File: config.mk
export PLATFORM = sky130hd
export DESIGN_NAME = cart_bank_ctrl
export DESIGN_NICKNAME = d
export VERILOG_FILES = /design/src/rtl/cbc_pkg.sv /design/src/rtl/cbc_decode.sv /design/src/rtl/cbc_regs.sv /design/src/rtl/cbc_xlate.sv /design/src/rtl/cbc_resp.sv /design/src/rtl/cart_bank_ctrl.sv
export SDC_FILE = /design/constraint.sdc
export NUM_CORES = 1
export LEC_CHECK = 0
export CAP_MARGIN = 40
export CORE_MARGIN = 2
export CORE_UTILIZATION = 50
export DETAILED_ROUTE_END_ITERATION = 10
export DONT_BUFFER_PORTS = 1
export GPL_ROUTABILITY_DRIVEN = 0
export PLACE_DENSITY_LB_ADDON = 0.05
export SLEW_MARGIN = 0
export SYNTH_ARGS = -nofsm -noshare
export SYNTH_HDL_FRONTEND = slang
export SYNTH_SLANG_ARGS = --single-unit
File: constraint.sdc
create_clock -name clk -period 1.2 [get_ports clk]
set_clock_uncertainty 0.05 [all_clocks]
set_input_delay 0.06 -clock clk [delete_from_list [all_inputs] [get_ports clk]]
set_output_delay 0.06 -clock clk [all_outputs]
set_load 0.05 [all_outputs]
File: src/rtl/cbc_pkg.sv
package cbc_pkg;
  localparam int CPU_AW    = 16;
  localparam int ROM_OFS_W = 14;  // 16 KiB ROM window
  localparam int RAM_OFS_W = 13;  // 8 KiB RAM window

  typedef enum logic [1:0] {
    WIN_ROM_LO,
    WIN_ROM_HI,
    WIN_RAM,
    WIN_NONE
  } win_e;

  typedef enum logic [1:0] {
    SRC_ZERO,
    SRC_ROM,
    SRC_RAM
  } src_e;

  // Register selected by a write into the ROM range (address bits 14:13)
  typedef enum logic [1:0] {
    WSEL_RAMEN = 2'd0,
    WSEL_LO    = 2'd1,
    WSEL_HI    = 2'd2,
    WSEL_MODE  = 2'd3
  } wsel_e;
endpackage

File: src/rtl/cbc_decode.sv
module cbc_decode
  import cbc_pkg::*;
(
  input  logic [CPU_AW-1:0] addr,
  output win_e              win,
  output wsel_e             wsel
);
  always_comb begin
    if (!addr[15]) begin
      win = addr[14] ? WIN_ROM_HI : WIN_ROM_LO;
    end else if (addr[15:13] == 3'b101) begin
      win = WIN_RAM;
    end else begin
      win = WIN_NONE;
    end
    wsel = wsel_e'(addr[14:13]);
  end
endmodule

File: src/rtl/cbc_regs.sv
module cbc_regs
  import cbc_pkg::*;
#(
  parameter int LO_W = 5,
  parameter int HI_W = 2,
  localparam int BANK_W = LO_W + HI_W
) (
  input  logic              clk,
  input  logic              rst_n,
  input  logic              wr_en,
  input  wsel_e             wsel,
  input  logic [7:0]        wdata,
  output logic [BANK_W-1:0] bank,
  output logic              ram_on,
  output logic              mode_ram
);
  localparam logic [LO_W-1:0] LO_ONE = {{(LO_W-1){1'b0}}, 1'b1};

  logic [LO_W-1:0] lo_q;
  logic [HI_W-1:0] hi_q;
  logic [LO_W-1:0] lo_in;

  assign lo_in = (wdata[LO_W-1:0] == '0) ? LO_ONE : wdata[LO_W-1:0];

  always_ff @(posedge clk or negedge rst_n) begin
    if (!rst_n) begin
      lo_q     <= LO_ONE;
      hi_q     <= '0;
      ram_on   <= 1'b0;
      mode_ram <= 1'b0;
    end else if (wr_en) begin
      unique case (wsel)
        WSEL_RAMEN: ram_on   <= (wdata[3:0] == 4'hA);
        WSEL_LO:    lo_q     <= lo_in;
        WSEL_HI:    hi_q     <= wdata[HI_W-1:0];
        WSEL_MODE:  mode_ram <= wdata[0];
      endcase
    end
  end

  assign bank = {hi_q, lo_q};
endmodule

File: src/rtl/cbc_xlate.sv
module cbc_xlate
  import cbc_pkg::*;
#(
  parameter int LO_W = 5,
  parameter int HI_W = 2,
  localparam int BANK_W = LO_W + HI_W,
  localparam int ROM_AW = BANK_W + ROM_OFS_W,
  localparam int RAM_AW = HI_W + RAM_OFS_W
) (
  input  logic [CPU_AW-1:0] addr,
  input  win_e              win,
  input  logic [BANK_W-1:0] bank,
  input  logic              mode_ram,
  output logic [ROM_AW-1:0] rom_addr,
  output logic [RAM_AW-1:0] ram_addr
);
  logic [BANK_W-1:0] rom_bank;
  logic [HI_W-1:0]   ram_bank;

  always_comb begin
    if (win == WIN_ROM_LO) begin
      rom_bank = '0;
    end else if (mode_ram) begin
      rom_bank = {{HI_W{1'b0}}, bank[LO_W-1:0]};
    end else begin
      rom_bank = bank;
    end
    ram_bank = mode_ram ? bank[BANK_W-1:LO_W] : '0;
  end

  assign rom_addr = {rom_bank, addr[ROM_OFS_W-1:0]};
  assign ram_addr = {ram_bank, addr[RAM_OFS_W-1:0]};
endmodule

File: src/rtl/cbc_resp.sv
module cbc_resp
  import cbc_pkg::*;
(
  input  logic       clk,
  input  logic       rst_n,
  input  logic       issue,
  input  src_e       src,
  input  logic [7:0] rom_rdata,
  input  logic [7:0] ram_rdata,
  input  logic       rsp_ready,
  output logic       busy,
  output logic       rsp_valid,
  output logic [7:0] rsp_data
);
  logic pend_q;
  src_e src_q;
  logic [7:0] sel_data;

  always_comb begin
    unique case (src_q)
      SRC_ROM: sel_data = rom_rdata;
      SRC_RAM: sel_data = ram_rdata;
      default: sel_data = 8'h00;
    endcase
  end

  always_ff @(posedge clk or negedge rst_n) begin
    if (!rst_n) begin
      pend_q    <= 1'b0;
      src_q     <= SRC_ZERO;
      rsp_valid <= 1'b0;
      rsp_data  <= 8'h00;
    end else begin
      if (issue) begin
        pend_q <= 1'b1;
        src_q  <= src;
      end else if (pend_q) begin
        pend_q <= 1'b0;
      end
      if (pend_q) begin
        rsp_valid <= 1'b1;
        rsp_data  <= sel_data;
      end else if (rsp_valid && rsp_ready) begin
        rsp_valid <= 1'b0;
      end
    end
  end

  assign busy = pend_q | rsp_valid;
endmodule

File: src/rtl/cart_bank_ctrl.sv
module cart_bank_ctrl
  import cbc_pkg::*;
#(
  parameter int LO_W = 5,
  parameter int HI_W = 2,
  localparam int BANK_W = LO_W + HI_W,
  localparam int ROM_AW = BANK_W + ROM_OFS_W,
  localparam int RAM_AW = HI_W + RAM_OFS_W
) (
  input  logic              clk,
  input  logic              rst_n,
  input  logic              req_valid,
  output logic              req_ready,
  input  logic              req_write,
  input  logic [CPU_AW-1:0] req_addr,
  input  logic [7:0]        req_wdata,
  output logic              rsp_valid,
  input  logic              rsp_ready,
  output logic [7:0]        rsp_data,
  output logic              rom_rd_en,
  output logic [ROM_AW-1:0] rom_addr,
  input  logic [7:0]        rom_rdata,
  output logic              ram_rd_en,
  output logic [RAM_AW-1:0] ram_addr,
  input  logic [7:0]        ram_rdata
);
  win_e              win;
  wsel_e             wsel;
  logic [BANK_W-1:0] bank;
  logic              ram_on;
  logic              mode_ram;
  logic              busy;
  logic              accept;
  logic              rd_go;
  logic              wr_go;
  src_e              src;

  cbc_decode u_dec (
    .addr (req_addr),
    .win  (win),
    .wsel (wsel)
  );

  assign req_ready = !busy;
  assign accept    = req_valid && req_ready;
  assign rd_go     = accept && !req_write;
  assign wr_go     = accept && req_write && (win == WIN_ROM_LO || win == WIN_ROM_HI);

  cbc_regs #(.LO_W(LO_W), .HI_W(HI_W)) u_regs (
    .clk      (clk),
    .rst_n    (rst_n),
    .wr_en    (wr_go),
    .wsel     (wsel),
    .wdata    (req_wdata),
    .bank     (bank),
    .ram_on   (ram_on),
    .mode_ram (mode_ram)
  );

  cbc_xlate #(.LO_W(LO_W), .HI_W(HI_W)) u_xl (
    .addr     (req_addr),
    .win      (win),
    .bank     (bank),
    .mode_ram (mode_ram),
    .rom_addr (rom_addr),
    .ram_addr (ram_addr)
  );

  always_comb begin
    rom_rd_en = rd_go && (win == WIN_ROM_LO || win == WIN_ROM_HI);
    ram_rd_en = rd_go && (win == WIN_RAM) && ram_on;
    if (rom_rd_en)      src = SRC_ROM;
    else if (ram_rd_en) src = SRC_RAM;
    else                src = SRC_ZERO;
  end

  cbc_resp u_rsp (
    .clk       (clk),
    .rst_n     (rst_n),
    .issue     (rd_go),
    .src       (src),
    .rom_rdata (rom_rdata),
    .ram_rdata (ram_rdata),
    .rsp_ready (rsp_ready),
    .busy      (busy),
    .rsp_valid (rsp_valid),
    .rsp_data  (rsp_data)
  );
endmodule

==> metrics.md <==
| Metric | Value |
|---|---|
| Final hold viol count | 1 |
| Area fraction of the dominant cell type after synthesis | 40.69% |
| Final standard cell utilization of the core | 84.44% |
| Number of antenna violations at the first check in global routing | 1 |
| # setup viols final | 17 |
| Buffer type at the clock tree root | sky130_fd_sc_hd__clkbuf_4 |
| Number of buffer cells added on primary ports | 0 |
| Worst Setup SP | u_rsp.pend_q$_DFF_PN0_ |
| Area added between synthesis and finish | 56.26% |
| Primary flip-flop cell chosen by synthesis mapping | sky130_fd_sc_hd__dfrtp_1 |
| Maximum vdd ir drop | 0.001330 V |
| NumNets Final | 205 |
| Vias per cell | 5.548 |
| Sum of net half-perimeters after detailed placement | 1831 microns |
| Post-synth cell types | 28 |
| Reg-to-reg endpoint | u_regs.hi_q[0]$_DFFE_PN0P_ |
| RSZ-0062 raised after global routing | yes |
| Synthesis warning total | 0 |
| Row count | 17 |
| Total leakage power | 0.8681 nW |
| Vert. Die Dim | 53.60 microns |
| Min-delay worst type | input pin to flop |
| Final Total Pwr | 2.897 mW |
| Initial cell density of the core | 54.04% |
| Cell types occupying the most area after synthesis | sky130_fd_sc_hd__dfrtp_1 (41%), sky130_fd_sc_hd__buf_4 (16%), sky130_fd_sc_hd__mux2_2 (7.3%) |
| Total detailed-routing wirelength | 3438 microns |
| GRT overflow | 0 |
| Seq/Total Area, Yosys | 42.83% |
| Mapped Cells | 122 |
| Data required time at the worst endpoint | 1.09 ns |
| Routed Antenna Nets | 0 |
| End of the worst hold path | u_rsp.pend_q$_DFF_PN0_ |
| Worst-case hold slack | -0.01563 ns |
| Most repeated cell in the gate-level netlist after synthesis | sky130_fd_sc_hd__buf_4 |
| Detailed-routing iteration count for the pre-antenna-repair pass | 4 |
| Average wire length per cell after detail routing | 18.48 microns |
| Relative slew margins | 63.57% |
| Total via count after detailed routing | 1032 |
| Measured slew at the worst slew-check pin | 0.5459 ns |
| Clock-pin slew of the registers on the worst-case setup and hold paths | 0.13 ns |
| Cell with the biggest individual delay on the critical path | sky130_fd_sc_hd__dfrtp_1 |
| Number of clock sinks | 21 |
| Register-to-register setup slack | -0.35 ns |
| Max Clock Freq | 614.2 MHz |
| Crit Path Max Fanout | 2 |
| Max-Cap Viols | 0 |
| Mean instance size in the synthesized netlist | 10.08 sq um |
| Sequence of cells on the critical path | nor3b_4, nand2b_4, inv_2, and4_4, buf_12 |
| Worst setup path category | flop to output port |
| Post-Place Worst Slack | -0.2650 ns |
| Beginning of the worst register-to-register path | u_rsp.pend_q$_DFF_PN0_ |
| Floorplan Core Area | 2276 sq um |
| Count of flip-flops with a built-in enable after synthesis | 0 |
| CTS tree | yes |
| Maximum single-stage delay on the critical path | 0.44 ns |
| Cell type with the largest total area after synthesis | sky130_fd_sc_hd__dfrtp_1 |
| Num CTS Buffers | 3 |
| Cell depth of the worst hold path | 3 |
| Detailed Route Iter0 Violations | 12 |
| Post-synthesis net count | 169 |
| Share of layout cells above drive strength 1 | 56.69% |
| Minimum clock period | 1.628 ns |
| Worst setup EP type | output port |
| Vias in the first global route | 1045 |
| Critical path data arrival time | 1.52 ns |
| Max Buffers Root-to-Sink | 2 |
| Startpoint of the worst hold path | req_write |
| Number of placed I/O pins | 93 |
| Number of max-slew violations in the final report | 0 |
| Number of synthesized register bits | 21 |
| Startpoint class of the critical path | flop |
| Die area | 2872 sq um |
| Critical path buffers and inverters | 2 |
| CTS Hold Buffers Added | 26 |
| Outcome | complete, but fails checks |
| Fraction of synthesis flops using an asynchronous set or reset pin | 100.0% |
| R2r worst-path depth | 5 |
| DRC | 0 |
| Most frequent cells after synthesis | sky130_fd_sc_hd__buf_4 (27), sky130_fd_sc_hd__dfrtp_1 (20), sky130_fd_sc_hd__inv_1 (12) |
| Final period util | 135.7% |
| Violations in the final reports | hold timing, setup timing |
| Maximum number of pins on one net before global-route repair | 22 |
| PwrDens | 1507 nW/um^2 |
| Chip width | 53.60 microns |
| Critical path's top delay family | simple AND/OR/NAND/NOR gates |
| Final critical-path setup slack | -0.4281 ns |
| Depth of the CTS H-tree | 1 |
| First-pass GRT wire length | 4505 microns |
| Tot GR Track Use | 21.97% |
| Cell Area, Synth | 1230 sq um |
| Worst-skew pair later-pin latency | 0.32 ns |
stage by stage:
step / TNS (ns) / instances / area [sq um]
after global routing: -5.090 / 186 / 1922
after CTS: -3.381 / 181 / 1803
after detailed placement: -3.089 / 145 / 1324
final: -3.870 / 186 / 1922
after floorplan: -4.134 / 122 / 1252
after global placement: -2.430 / 145 / 1324
layer usage:
layer	vias up	track usage (%)	share of wire [%]
met5	-	0	0
met3	12	6.944	8.8
met1	486	22.28	35
li1	458	-	-
met4	0	6.410	3.8
met2	76	42.39	53
kinds of logic (layout without fill, tap and decap cells):
logic type | Yosys count | in the layout | share of synthesized area [%]
muxes | 9 | 9 | 8.139
other | 0 | 1 | 0
adders and majority gates | 2 | 2 | 2.034
AOI/OAI and AO/OA | 19 | 19 | 10.68
and+or+nand+nor | 27 | 27 | 14.65
DFF | 21 | 21 | 42.83
buffers and inverters | 44 | 79 | 21.67
repair_timing:
item,in CTS,in global routing
buffers inserted,6,4
pin swaps,10,10
gates resized for setup,31,21
endpoints found under the hold margin,41,1
endpoints found under the setup margin,27,32
worst register-to-register path: stages (launching register included):
cell                       delay, ns
sky130_fd_sc_hd__dfrtp_1        0.44
sky130_fd_sc_hd__nor3b_4        0.27
sky130_fd_sc_hd__buf_4          0.15
sky130_fd_sc_hd__buf_6          0.10
sky130_fd_sc_hd__nand4b_1       0.14
sky130_fd_sc_hd__mux2_2         0.30
layout by cell type (no fill, tap or decap), types with 4 or more instances in the layout:
| cell | synthesis | layout |
|---|---|---|
| sky130_fd_sc_hd__a22oi_2 | 0 | 8 |
| sky130_fd_sc_hd__buf_12 | 0 | 5 |
| sky130_fd_sc_hd__buf_4 | 27 | 19 |
| sky130_fd_sc_hd__buf_6 | 0 | 10 |
| sky130_fd_sc_hd__dfrtp_1 | 20 | 17 |
| sky130_fd_sc_hd__dlygate4sd3_1 | 0 | 26 |
| sky130_fd_sc_hd__inv_1 | 12 | 10 |
| sky130_fd_sc_hd__mux2_2 | 8 | 8 |
| sky130_fd_sc_hd__nor2b_1 | 6 | 4 |
| sky130_fd_sc_hd__o22ai_2 | 0 | 8 |
worst max path at each step:
stage / slack, ns / end / cells after the start
final: -0.43 / ram_rd_en / 5
after global placement: -0.23 / u_regs.lo_q[1]$_DFFE_PN0P_ / 3
after CTS: -0.42 / ram_rd_en / 5
after detailed placement: -0.27 / u_regs.lo_q[2]$_DFFE_PN0P_ / 3
after floorplan: -0.47 / rom_addr[19] / 1
after global routing: -0.51 / ram_rd_en / 5
final cells by class:
class | count | area [sq um]
Antenna cell | 1 | 2.502
Clock buffer | 3 | 22.52
Clock inverter | 1 | 7.507
Fill cell | 107 | 354.1
Inverter | 13 | 48.80
Multi-Input combinational cell | 57 | 629.4
Sequential cell | 21 | 530.5
Tap cell | 28 | 35.03
Timing Repair Buffer | 62 | 645.6
sequential cells by signal, summed over array words and instances (netlist names):
name,cells
u_regs.ram_on,1
u_regs.mode_ram,1
u_rsp.pend_q,1
u_regs.lo_q,5
u_rsp.rsp_valid,1
u_rsp.src_q,2
u_rsp.rsp_data,8
u_regs.hi_q,2
where the power goes:
group	switching (mW)	internal (mW)	leakage, nW	total (mW)
sequential	0.113	0.869	0.265	0.982
clock	0.224	0.127	0.0140	0.351
combinational	0.883	0.681	0.589	1.56
total	1.22	1.68	0.868	2.90
(Power assumes the default switching activity.)
